<file path="config.mk">
export PLATFORM = sky130hd
export DESIGN_NAME = stereo_out_port
export DESIGN_NICKNAME = d
export VERILOG_FILES = /design/src/rtl/sop_pkg.sv /design/src/rtl/sop_ctrl.sv /design/src/rtl/sop_data.sv /design/src/rtl/stereo_out_port.sv
export SDC_FILE = /design/constraint.sdc
export NUM_CORES = 1
export LEC_CHECK = 0
export CORE_ASPECT_RATIO = 1.75
export CORE_MARGIN = 2
export CORE_UTILIZATION = 40
export DETAILED_ROUTE_END_ITERATION = 7
export GPL_ROUTABILITY_DRIVEN = 0
export PLACE_DENSITY = 0.65
export SLEW_MARGIN = 0
export SYNTH_ARGS = -nofsm -noshare
export SYNTH_HDL_FRONTEND = slang
export SYNTH_SLANG_ARGS = --single-unit
</file>
<file path="constraint.sdc">
create_clock -name clk -period 2.8 [get_ports clk]
set_input_delay 0.56 -clock clk [delete_from_list [all_inputs] [get_ports clk]]
set_output_delay 0.56 -clock clk [all_outputs]
set_load 0.02 [all_outputs]
</file>
<file path="src/rtl/sop_pkg.sv">
package sop_pkg;
  // Strobes from the control to the datapath, one set per system clock
  typedef struct packed {
    logic shift;      // advance to the next slot of the current half
    logic loadLeft;   // first slot of a left half
    logic loadRight;  // first slot of a right half
  } sopStrobe_t;
endpackage

</file>
<file path="src/rtl/sop_ctrl.sv">
module sop_ctrl
  import sop_pkg::*;
#(
  parameter int SLOTS       = 32,
  parameter int DIV         = 4,
  parameter int SYNC_STAGES = 2
) (
  input  logic       clk,
  input  logic       rst_n,
  input  logic       slaveMode,
  input  logic       lrPolHigh,
  input  logic       bckPolHigh,
  input  logic       bckIn,
  input  logic       lrckIn,
  output logic       bckOut,
  output logic       wdckOut,
  output logic       lrckOut,
  output sopStrobe_t strobe
);
  localparam int DIV_W = $clog2(DIV);
  localparam int CNT_W = $clog2(SLOTS * 2 * DIV);

  logic [CNT_W-1:0] divCnt;
  logic [SYNC_STAGES-1:0] bckSync, lrSync;
  logic bckPrev, lastLeft;
  logic bckM, lrM, wdM;
  logic bckLevel, lrLevel, chgEdge, isLeft, newHalf;

  // Divider chain for master mode
  always_ff @(posedge clk or negedge rst_n) begin
    if (!rst_n) divCnt <= '0;
    else        divCnt <= divCnt + 1'b1;
  end

  // Slot boundary is the change edge of the selected polarity
  assign bckM = divCnt[DIV_W-1] ^ bckPolHigh;
  assign lrM  = divCnt[CNT_W-1] ^ ~lrPolHigh;
  assign wdM  = divCnt[CNT_W-2];

  // Synchronizers for external clocks
  always_ff @(posedge clk or negedge rst_n) begin
    if (!rst_n) begin
      bckSync <= '0;
      lrSync  <= '0;
    end else begin
      bckSync <= {bckSync[SYNC_STAGES-2:0], bckIn};
      lrSync  <= {lrSync[SYNC_STAGES-2:0], lrckIn};
    end
  end

  assign bckLevel = slaveMode ? bckSync[SYNC_STAGES-1] : bckM;
  assign lrLevel  = slaveMode ? lrSync[SYNC_STAGES-1]  : lrM;

  assign chgEdge = bckPolHigh ? (bckLevel & ~bckPrev) : (~bckLevel & bckPrev);
  assign isLeft  = (lrLevel != lrPolHigh);
  assign newHalf = (isLeft != lastLeft);

  always_ff @(posedge clk or negedge rst_n) begin
    if (!rst_n) begin
      bckPrev  <= 1'b0;
      lastLeft <= 1'b0;
    end else begin
      bckPrev <= bckLevel;
      if (chgEdge) lastLeft <= isLeft;
    end
  end

  assign strobe.shift     = chgEdge & ~newHalf;
  assign strobe.loadLeft  = chgEdge & newHalf & isLeft;
  assign strobe.loadRight = chgEdge & newHalf & ~isLeft;

  assign bckOut  = ~slaveMode & bckM;
  assign wdckOut = ~slaveMode & wdM;
  assign lrckOut = ~slaveMode & lrM;
endmodule

</file>
<file path="src/rtl/sop_data.sv">
module sop_data
  import sop_pkg::*;
#(
  parameter int WORD_W  = 20,
  parameter int SHORT_W = 16,
  parameter int SLOTS   = 32
) (
  input  logic              clk,
  input  logic              rst_n,
  input  logic [WORD_W-1:0] leftIn,
  input  logic [WORD_W-1:0] rightIn,
  input  logic              loadStrobe,
  input  logic              shortWord,
  input  logic              muteN,
  input  sopStrobe_t        strobe,
  output logic              dout
);
  localparam int PAD_LONG  = SLOTS - WORD_W;
  localparam int PAD_SHORT = SLOTS - SHORT_W;

  logic [WORD_W-1:0] holdL, holdR, pendR;
  logic [SLOTS-1:0]  shifter, frameL, frameR;
  logic              doutReg;

  // Right-justified half image, leading slots zero
  function automatic logic [SLOTS-1:0] halfImage(input logic [WORD_W-1:0] w,
                                                  input logic isShort);
    if (isShort) return {{PAD_SHORT{1'b0}}, w[WORD_W-1 -: SHORT_W]};
    else         return {{PAD_LONG{1'b0}}, w};
  endfunction

  assign frameL = halfImage(holdL, shortWord);
  assign frameR = halfImage(pendR, shortWord);

  always_ff @(posedge clk or negedge rst_n) begin
    if (!rst_n) begin
      holdL   <= '0;
      holdR   <= '0;
      pendR   <= '0;
      shifter <= '0;
      doutReg <= 1'b0;
    end else begin
      if (loadStrobe) begin
        holdL <= leftIn;
        holdR <= rightIn;
      end
      if (strobe.loadLeft) begin
        doutReg <= frameL[SLOTS-1];
        shifter <= frameL << 1;
        pendR   <= holdR;
      end else if (strobe.loadRight) begin
        doutReg <= frameR[SLOTS-1];
        shifter <= frameR << 1;
      end else if (strobe.shift) begin
        doutReg <= shifter[SLOTS-1];
        shifter <= shifter << 1;
      end
    end
  end

  assign dout = doutReg & muteN;
endmodule

</file>
<file path="src/rtl/stereo_out_port.sv">
module stereo_out_port
  import sop_pkg::*;
#(
  parameter int WORD_W      = 20,
  parameter int SHORT_W     = 16,
  parameter int SLOTS       = 32,
  parameter int DIV         = 4,
  parameter int SYNC_STAGES = 2
) (
  input  logic              clk,
  input  logic              rst_n,
  input  logic [WORD_W-1:0] leftIn,
  input  logic [WORD_W-1:0] rightIn,
  input  logic              loadStrobe,
  input  logic              slaveMode,
  input  logic              shortWord,
  input  logic              lrPolHigh,
  input  logic              bckPolHigh,
  input  logic              muteN,
  input  logic              bckIn,
  input  logic              lrckIn,
  output logic              bckOut,
  output logic              wdckOut,
  output logic              lrckOut,
  output logic              dout
);
  sopStrobe_t strobe;

  sop_ctrl #(.SLOTS(SLOTS), .DIV(DIV), .SYNC_STAGES(SYNC_STAGES)) ctrl_i (
    .clk(clk), .rst_n(rst_n), .slaveMode(slaveMode), .lrPolHigh(lrPolHigh),
    .bckPolHigh(bckPolHigh), .bckIn(bckIn), .lrckIn(lrckIn),
    .bckOut(bckOut), .wdckOut(wdckOut), .lrckOut(lrckOut), .strobe(strobe)
  );

  sop_data #(.WORD_W(WORD_W), .SHORT_W(SHORT_W), .SLOTS(SLOTS)) data_i (
    .clk(clk), .rst_n(rst_n), .leftIn(leftIn), .rightIn(rightIn),
    .loadStrobe(loadStrobe), .shortWord(shortWord), .muteN(muteN),
    .strobe(strobe), .dout(dout)
  );
endmodule

</file>
# Word-level counts from Yosys, hierarchy flattened
# Cells that the tools add are included.
[word_totals] regBits=107 in_bits=50 elab_cells=43
[classes] n_addsub=1 eq_ne=2 muxes=11 n_bitwise=18 n_reduce_logical=1
[op_table] operator="32-bit two-way mux" count=3
[op_table] operator="20-bit two-way mux" count=2
[op_table] operator="1-bit AND" count=10
[op_table] operator="8-bit by 1-bit adder with 8-bit output, second input constant" count=1
[op_table] operator="1-bit two-way mux" count=6
[op_table] operator="1-bit inverter" count=6
[op_table] operator="3-bit nonzero test" count=1
[op_table] operator="1-bit != test" count=2
[op_table] operator="1-bit XOR" count=2

# Longest topological paths before layout
# Gate-level depths: netlist of the first run.
[logic_depth] ltp_word=10 depth_mapped=6 depth_no_buf=4

# By module
# From an unflattened synthesis of the first run, not the netlist that was laid out.
[hier_totals] cells_unflattened=373 hier_area_um2=4889.7
[by_module_without_submodules] mod="sop_data" n_inst=1 cells_per_inst=323 area_each_um2=4285.4 seq_area_each_um2=2302.2
[by_module_without_submodules] mod="sop_ctrl" n_inst=1 cells_per_inst=50 area_each_um2=604.3 seq_area_each_um2=350.3

# Least setup slack after synthesis of the first run
# OpenSTA, ideal clock, no wires.
[synth_path] kind="input to register" from="in slaveMode" to="reg data_i.shifter[17]" setup_ps=123 arrival_ps=1841 required_time_ps=2677 setup_slack_ps=836 cell_stages=6 n_path_buf=2 path_cell_list="buf_2 nand2b_1 o21a_1 buf_2 mux2_2 o221a_2"
[synth_between] elab_chain_cells=8 word_cells_on_any_way=17 classes_between="2 x eq/ne; 5 x mux; 9 x bitwise; 1 x reduce/logical"
[synth_lines] item="start: declaration" line="stereo_out_port.sv:15" source="input logic slaveMode,"
[synth_lines] item="1-bit two-way mux" line="sop_ctrl.sv:51" source="assign bckLevel = slaveMode ? bckSync[SYNC_STAGES-1] : bckM;"
[synth_lines] item="1-bit inverter" line="sop_ctrl.sv:54" source="assign chgEdge = bckPolHigh ? (bckLevel & ~bckPrev) : (~bckLevel & bckPrev);"
[synth_lines] item="1-bit AND" line="sop_ctrl.sv:54"
[synth_lines] item="1-bit two-way mux" line="sop_ctrl.sv:54"
[synth_lines] item="1-bit AND" line="sop_ctrl.sv:69, sop_ctrl.sv:70"
[synth_lines] item="1-bit AND" line="sop_ctrl.sv:70" source="assign strobe.loadRight = chgEdge & newHalf & ~isLeft;"
[synth_lines] item="32-bit two-way mux" line="sop_data.sv:51" source="end else if (strobe.loadRight) begin"
[synth_lines] item="32-bit two-way mux" line="sop_data.sv:47" source="if (strobe.loadLeft) begin"
[synth_lines] item="end signal: assignment" line="sop_data.sv:49" source="shifter <= frameL << 1;"
[synth_lines] item="end signal: assignment" line="sop_data.sv:53" source="shifter <= frameR << 1;"
[synth_lines] item="end signal: assignment" line="sop_data.sv:56" source="shifter <= shifter << 1;"
[synth_lines] item="end: declaration" line="sop_data.sv:22" source="logic [SLOTS-1:0] shifter, frameL, frameR;"
# Parallel ways exist; a longest one is shown, timed or not.
# A chain may end at the register's enable or synchronous reset.

# Worst setup path in the final report of the first run
[layout_path] from="in bckPolHigh" to="out bckOut"
[layout_between] elab_chain_cells=2
[layout_lines] item="start: declaration" line="stereo_out_port.sv:18" source="input logic bckPolHigh,"
[layout_lines] item="1-bit XOR" line="sop_ctrl.sv:36" source="assign bckM = divCnt[DIV_W-1] ^ bckPolHigh;"
[layout_lines] item="1-bit AND" line="sop_ctrl.sv:72" source="assign bckOut = ~slaveMode & bckM;"
[layout_lines] item="end: declaration" line="stereo_out_port.sv:22" source="output logic bckOut,"
# Every way passes these cells.

==> flow_summary.yaml, run 1 <==
routing:
  route.detailed.drc: 0
  wire_per_inst_um: 16.5
  vias: 3172
  first_pass_iters: 4
  wirelength_mm: 9.58
  via_per_inst: 5.47
  ant_nets: 0
  drt-initial-drc-count: 126
clock_network:
  cts_hold_buf: 0
  cts_root_buf: "clkbuf_16"
  cts_resized: 0
  path_clk_slew_ns: 0.06
  post-cts-setup-buffer-count: 0
  cts_tree: "built"
  clock_path_buffers: 2
  cts-htree-levels: 3
  cts_buffers: 9
  cts_sinks: 106
  clk_latency_ns: 0.34
setup_path:
  critPathBufInv: 2
  r2r_setup_slack_ns: 1.05
  crit_path_frequent_cell: "clkdlybuf4s50_1"
  crit_fanout: 4
  worstReg2RegStart: "ctrl_i.bckPrev$_DFF_PN0_"
  cp.depth: 4
  r2r_cells: 5
  r2r_end: "data_i.pendR[14]$_DFFE_PN0P_"
  crit_type: "in2out"
  endpoint_kind: "primary output"
  crit_arrival_ns: 2.06
  worstPathRequired_ns: 2.24
  crit_path_start_kind: "input port"
  crit_slowest_cell: "clkdlybuf4s50_1"
  cp_top_family: "buffers and inverters"
  path_cells: "clkdlybuf4s50_1 -> xor2_1 -> and2_1 -> clkdlybuf4s50_1"
  cp_slowest_stage_delay_ns: 0.59
finish:
  fin_area_um2: 5810
  nets: 491
  drive_gt1_frac: 0.178
  area_growth_pct: 21.5
  diodes: 0
  finalNonFillerCells: 580
  num-fill-cells: 1062
placement:
  placed_area_um2: 5530
  post-place-ws_ns: 0.172
  place_inst: 564
  place_hpwl_mm: 6.70
  io_buffer_count: 53
logic_synthesis:
  synth_cell_types: 33
  avgSynthCellArea_um2: 12.3
  yosys_most_used_dff: "dfrtp_1"
  synth_warnings: 0
  synth_edf_count: 0
  synth_top_area_frac: 0.555
  seq_area_frac_synth: 0.555
  async_reset_ff_frac: 1.00
  synthTopCellsByArea: "dfrtp_1, mux2_2, mux2i_1, mux2_1, o22a_1"
  yosys.area.top_type: "dfrtp_1"
  syn_area_um2: 4780
  ys_ff_latch: 106
  syn_inst: 389
  synth_fp_nets: 440
sta:
  timing.final.crit_share: 0.935
  finalSetupViolations: 0
  clock_skew_ns: 0.00839
  rsz0062_at_grt: "false"
  worstMarginPinSlew_ns: 0.479
  final_hold_viol_count: 0
  timing.fmax_mhz: 382
  max_slew_margin: 0.681
  layout_setup_ws_ns: 0.181
  slew_viol_final: 0
  tns_ns: 0
  period_minus_slack_ns: 2.62
power_and_ir_drop:
  power_density_nw_per_um2: 731
  ir_drop_mv: 0.295
  leakagePower_nw: 2.48
global_routing:
  grt_start_max_net_pins: 85
  grt_pass1_vias: 3281
  grt_pass1_wl_mm: 16.3
  antenna_found_initial: 0
  grtUsageTotal: 0.163
  overflow: 0
die:
  die_area_um2: 12900
  core_um2: 11600
  die_h_um: 149
  die_x_um: 86.7
  initial_core_util: 0.411
  ios: 54
  rows: 52
run:
  maxCapViolCount: 0
worst_hold_path:
  hold_path.class: "in2async"
status:
  status: "complete, no violations"
-- power by group --
group,switching (mW),leakage [nW],internal (mW)
combinational,0.405,1.08,0.502
sequential,0.271,1.26,1.89
clock,0.555,0.143,0.629
-- cells by family after synthesis --
| logic type | after synthesis | share of synthesized area |
|---|---|---|
| muxes | 99 | 0.224 |
| and+or+nand+nor | 86 | 0.0832 |
| buffers and inverters | 28 | 0.0241 |
| AOI/OAI and AO/OA | 59 | 0.0934 |
| xor gates and xnor gates | 10 | 0.0183 |
| DFF | 106 | 0.555 |
| adders and majority gates | 1 | 0.00262 |
-- placed cells by master, fill, tap and decap left out, types with 2 or more instances in the layout --
master and instances:
dfrtp_1 106, clkdlybuf4s50_1 50, mux2_2 44, mux2i_1 35, nand2_1 29, nor2_1 22
mux2_1 20, nand3_1 18, o22a_1 16, a31oi_1 15, o21ai_0 13, clkbuf_16 9
buf_4 7, nor2b_1 6, buf_12 6, xnor2_1 5, xor2_1 5, nand2b_1 4
o211ai_1 4, inv_1 3, o2111ai_1 3, o221a_2 3, clkinv_2 3, and2_1 2
clkinv_4 2, buf_2 2
-- metrics by stage --
step            util  hold slack, ns  power (mW)
6_report       0.499           0.110        4.25
4_1_cts        0.499           0.109        4.31
3_5_place_dp   0.475           0.337        3.12
2_1_floorplan      -           0.264        2.74
3_3_place_gp   0.475           0.343        3.07
5_1_grt        0.499           0.124        4.52
-- registers in the layout, summed over array words and instances, names as in the netlist --
signal           flops
ctrl_i.lrSync        2
data_i.holdL        20
ctrl_i.lastLeft      1
data_i.pendR        20
data_i.shifter      31
data_i.doutReg       1
ctrl_i.divCnt        8
ctrl_i.bckPrev       1
data_i.holdR        20
ctrl_i.bckSync       2
-- cell usage after synthesis (6+ instances only) --
cell / instances
mux2i_1: 35
clkbuf_1: 14
mux2_2: 44
o21ai_0: 13
nand3_1: 18
nor2_1: 22
mux2_1: 20
buf_2: 8
dfrtp_1: 106
nand2_1: 29
nor2b_1: 6
o22a_1: 16
a31oi_1: 15
-- cell type report --
| class | count | area, µm² | share of cell area |
|---|---|---|---|
| tap | 135 | 169 | 0.0291 |
| timing repair buffer | 65 | 683 | 0.118 |
| clock buffer | 10 | 239 | 0.0411 |
| multi-input combinational | 255 | 2020 | 0.347 |
| inverter | 3 | 11.3 | 0.00194 |
| sequential | 106 | 2650 | 0.456 |
| clock inverter | 6 | 41.3 | 0.00710 |
-- worst reg2reg max path, stage by stage (launching register included) --
cell and delay, ns:
dfrtp_1 0.40, xnor2_1 0.18, o311ai_4 0.32, nand3_1 0.13, buf_4 0.24, mux2_1 0.35
-- metal layers --
metal	global-route usage	share of wire
met4	0.0633	0.021
met2	0.278	0.54
met1	0.198	0.41
met3	0.0339	0.029
met5	0	0
-- worst max-delay path by stage --
| stage | from | to | slack [ns] |
|---|---|---|---|
| 2_1_floorplan | slaveMode | data_i.shifter[17]$_DFFE_PN0P_ | 0.84 |
| 3_3_place_gp | bckPolHigh | bckOut | 0.24 |
| 3_5_place_dp | bckPolHigh | bckOut | 0.17 |
| 4_1_cts | bckPolHigh | bckOut | 0.17 |
| 5_1_grt | bckPolHigh | bckOut | 0.12 |
| 6_report | bckPolHigh | bckOut | 0.18 |
Power figures use the tool's default switching activity.
==> run 2, diff against run 1 <==
--- a/config.mk
+++ b/config.mk
@@ -7,10 +7,10 @@
 export LEC_CHECK = 0
 export CORE_ASPECT_RATIO = 1.75
 export CORE_MARGIN = 2
-export CORE_UTILIZATION = 40
+export CORE_UTILIZATION = 60
 export DETAILED_ROUTE_END_ITERATION = 7
 export GPL_ROUTABILITY_DRIVEN = 0
-export PLACE_DENSITY = 0.65
+export PLACE_DENSITY = 0.89
 export SLEW_MARGIN = 0
 export SYNTH_ARGS = -nofsm -noshare
 export SYNTH_HDL_FRONTEND = slang
==> run 2 against run 1 <==
Setup slack worse by 0.023 ns. Combinational power is 1% higher. Die area is 32% lower. Clock skew is 0.0020 ns lower. Worst hold slack better by 0.066 ns. Flip-flop and latch count stayed put. Total power is 1.3% higher. First-iteration DRC count is 77% higher. Clock-buffer cell count is 3 higher. Core utilization is 23 points higher.
==> flow_summary.yaml, run 2 (same netlist as run 1, synthesis figures left out) <==
sta:
  finalSetupViolations: 0
  hold_slack_ns: 0.176
  layout_setup_ws_ns: 0.158
  timing.final.crit_share: 0.944
  final_hold_viol_count: 0
  worstMarginPinSlew_ns: 0.883
  max_slew_margin: 0.411
  period_minus_slack_ns: 2.64
  slew_viol_final: 0
  tns_ns: 0
  rsz0062_at_grt: "false"
  clock_skew_ns: 0.00639
  timing.fmax_mhz: 378
setup_path:
  crit_path_start_kind: "input port"
  worstPathRequired_ns: 2.24
  crit_type: "in2out"
  endpoint_kind: "primary output"
  r2r_setup_slack_ns: 1.00
  crit_fanout: 4
  crit_start: "bckPolHigh"
  worstReg2RegStart: "ctrl_i.lrSync[1]$_DFF_PN0_"
  crit_arrival_ns: 2.08
  r2r_cells: 6
  r2r_end: "data_i.shifter[27]$_DFFE_PN0P_"
routing:
  drt-initial-drc-count: 223
  wirelength_mm: 9.34
  via_per_inst: 5.98
  route.detailed.drc: 0
  ant_nets: 0
  first_pass_iters: 4
  vias: 3193
  wire_per_inst_um: 17.5
die:
  die_h_um: 122
  initial_core_util: 0.609
  die_area_um2: 8730
  core_um2: 7860
  rows: 43
  ios: 54
  die_x_um: 71.5
finish:
  finalNonFillerCells: 534
  nets: 491
  largest_reg_flops: 31
  largest-register: "data_i.shifter"
  final_cell_mix: "dfrtp_1, clkdlybuf4s50_1, mux2_2, mux2i_1, nand2_1"
  area_growth_pct: 19.7
  diodes: 0
  fin_area_um2: 5730
  final_common_cell: "dfrtp_1"
  drive_gt1_frac: 0.169
  finalCoreUtilization: 0.729
clock_network:
  cts_tree: "built"
  post-cts-setup-buffer-count: 0
  cts_resized: 0
  cts_hold_buf: 0
  clk_latency_ns: 0.34
  cts_buffers: 9
  path_clk_slew_ns: 0.06
  cts-htree-levels: 3
  cts_root_buf: "clkbuf_16"
  clock_path_buffers: 2
  cts_sinks: 106
status:
  status: "complete, no violations"
worst_hold_path:
  hold_path.class: "in2async"
run:
  maxCapViolCount: 0
power_and_ir_drop:
  leakagePower_nw: 2.46
  power.total_mw: 4.31
  ir_drop_mv: 0.735
  power_density_nw_per_um2: 752
placement:
  io_buffer_count: 53
  place_inst: 519
  placed_area_um2: 5440
  place_hpwl_mm: 6.48
  post-place-ws_ns: 0.164
global_routing:
  antenna_found_initial: 0
  grt_start_max_net_pins: 71
  overflow: 0
  grt_pass1_wl_mm: 15.6
  grtUsageTotal: 0.234
  grt_pass1_vias: 3245
==> run 2: cell types whose count changed in the layout (fill, tap and decap cells not counted), sizes merged <==
cell      previous run  this run
inv                  4         3
clkbuf              10        13
bufinv               0         1
clkinvlp             0         1
clkinv               5         0
==> run 2: how the worst max path moves through the flow <==
stage,endpoint,slack (ns),cells after the start
floorplan,data_i.shifter[17]$_DFFE_PN0P_,0.84,6
global placement,bckOut,0.24,4
detailed placement,bckOut,0.16,4
CTS,bckOut,0.16,4
global route,bckOut,0.10,4
finish,bckOut,0.16,4
==> run 2: area by class of cell <==
type / instances / area [µm²]
flip-flops and latches: 106 / 2650
fillers: 538 / 2130
inverters: 3 / 11.3
repair buffers: 65 / 646
multi-input cells: 255 / 2020
clock buffers: 13 / 250
clock inverters: 2 / 37.5
well taps: 90 / 113
==> run 2: where the power goes <==
part	total [mW]	switching, mW	internal [mW]	leakage, nW
sequential	2.16	0.277	1.89	1.26
combinational	0.918	0.423	0.495	1.06
clock	1.22	0.509	0.713	0.136
total	4.31	1.21	3.10	2.46
==> run 2: metal layers <==
metal,global-route usage,share of wire
met5,0,0
met4,0.111,0.026
met3,0.0372,0.032
met2,0.399,0.54
met1,0.287,0.41
==> run 2: critical path: stages <==
cell	delay, ns
clkdlybuf4s50_1	0.55
xor2_1	0.22
and2_1	0.16
clkdlybuf4s50_1	0.59
==> run 3, diff against run 2 <==
--- a/config.mk
+++ b/config.mk
@@ -11,7 +11,7 @@
 export DETAILED_ROUTE_END_ITERATION = 7
 export GPL_ROUTABILITY_DRIVEN = 0
 export PLACE_DENSITY = 0.89
-export SLEW_MARGIN = 0
+export SETUP_SLACK_MARGIN = 0.05
 export SYNTH_ARGS = -nofsm -noshare
 export SYNTH_HDL_FRONTEND = slang
 export SYNTH_SLANG_ARGS = --single-unit
==> results of run 3 <==
Final layout, timing and power as in run 2 (identical DEF).
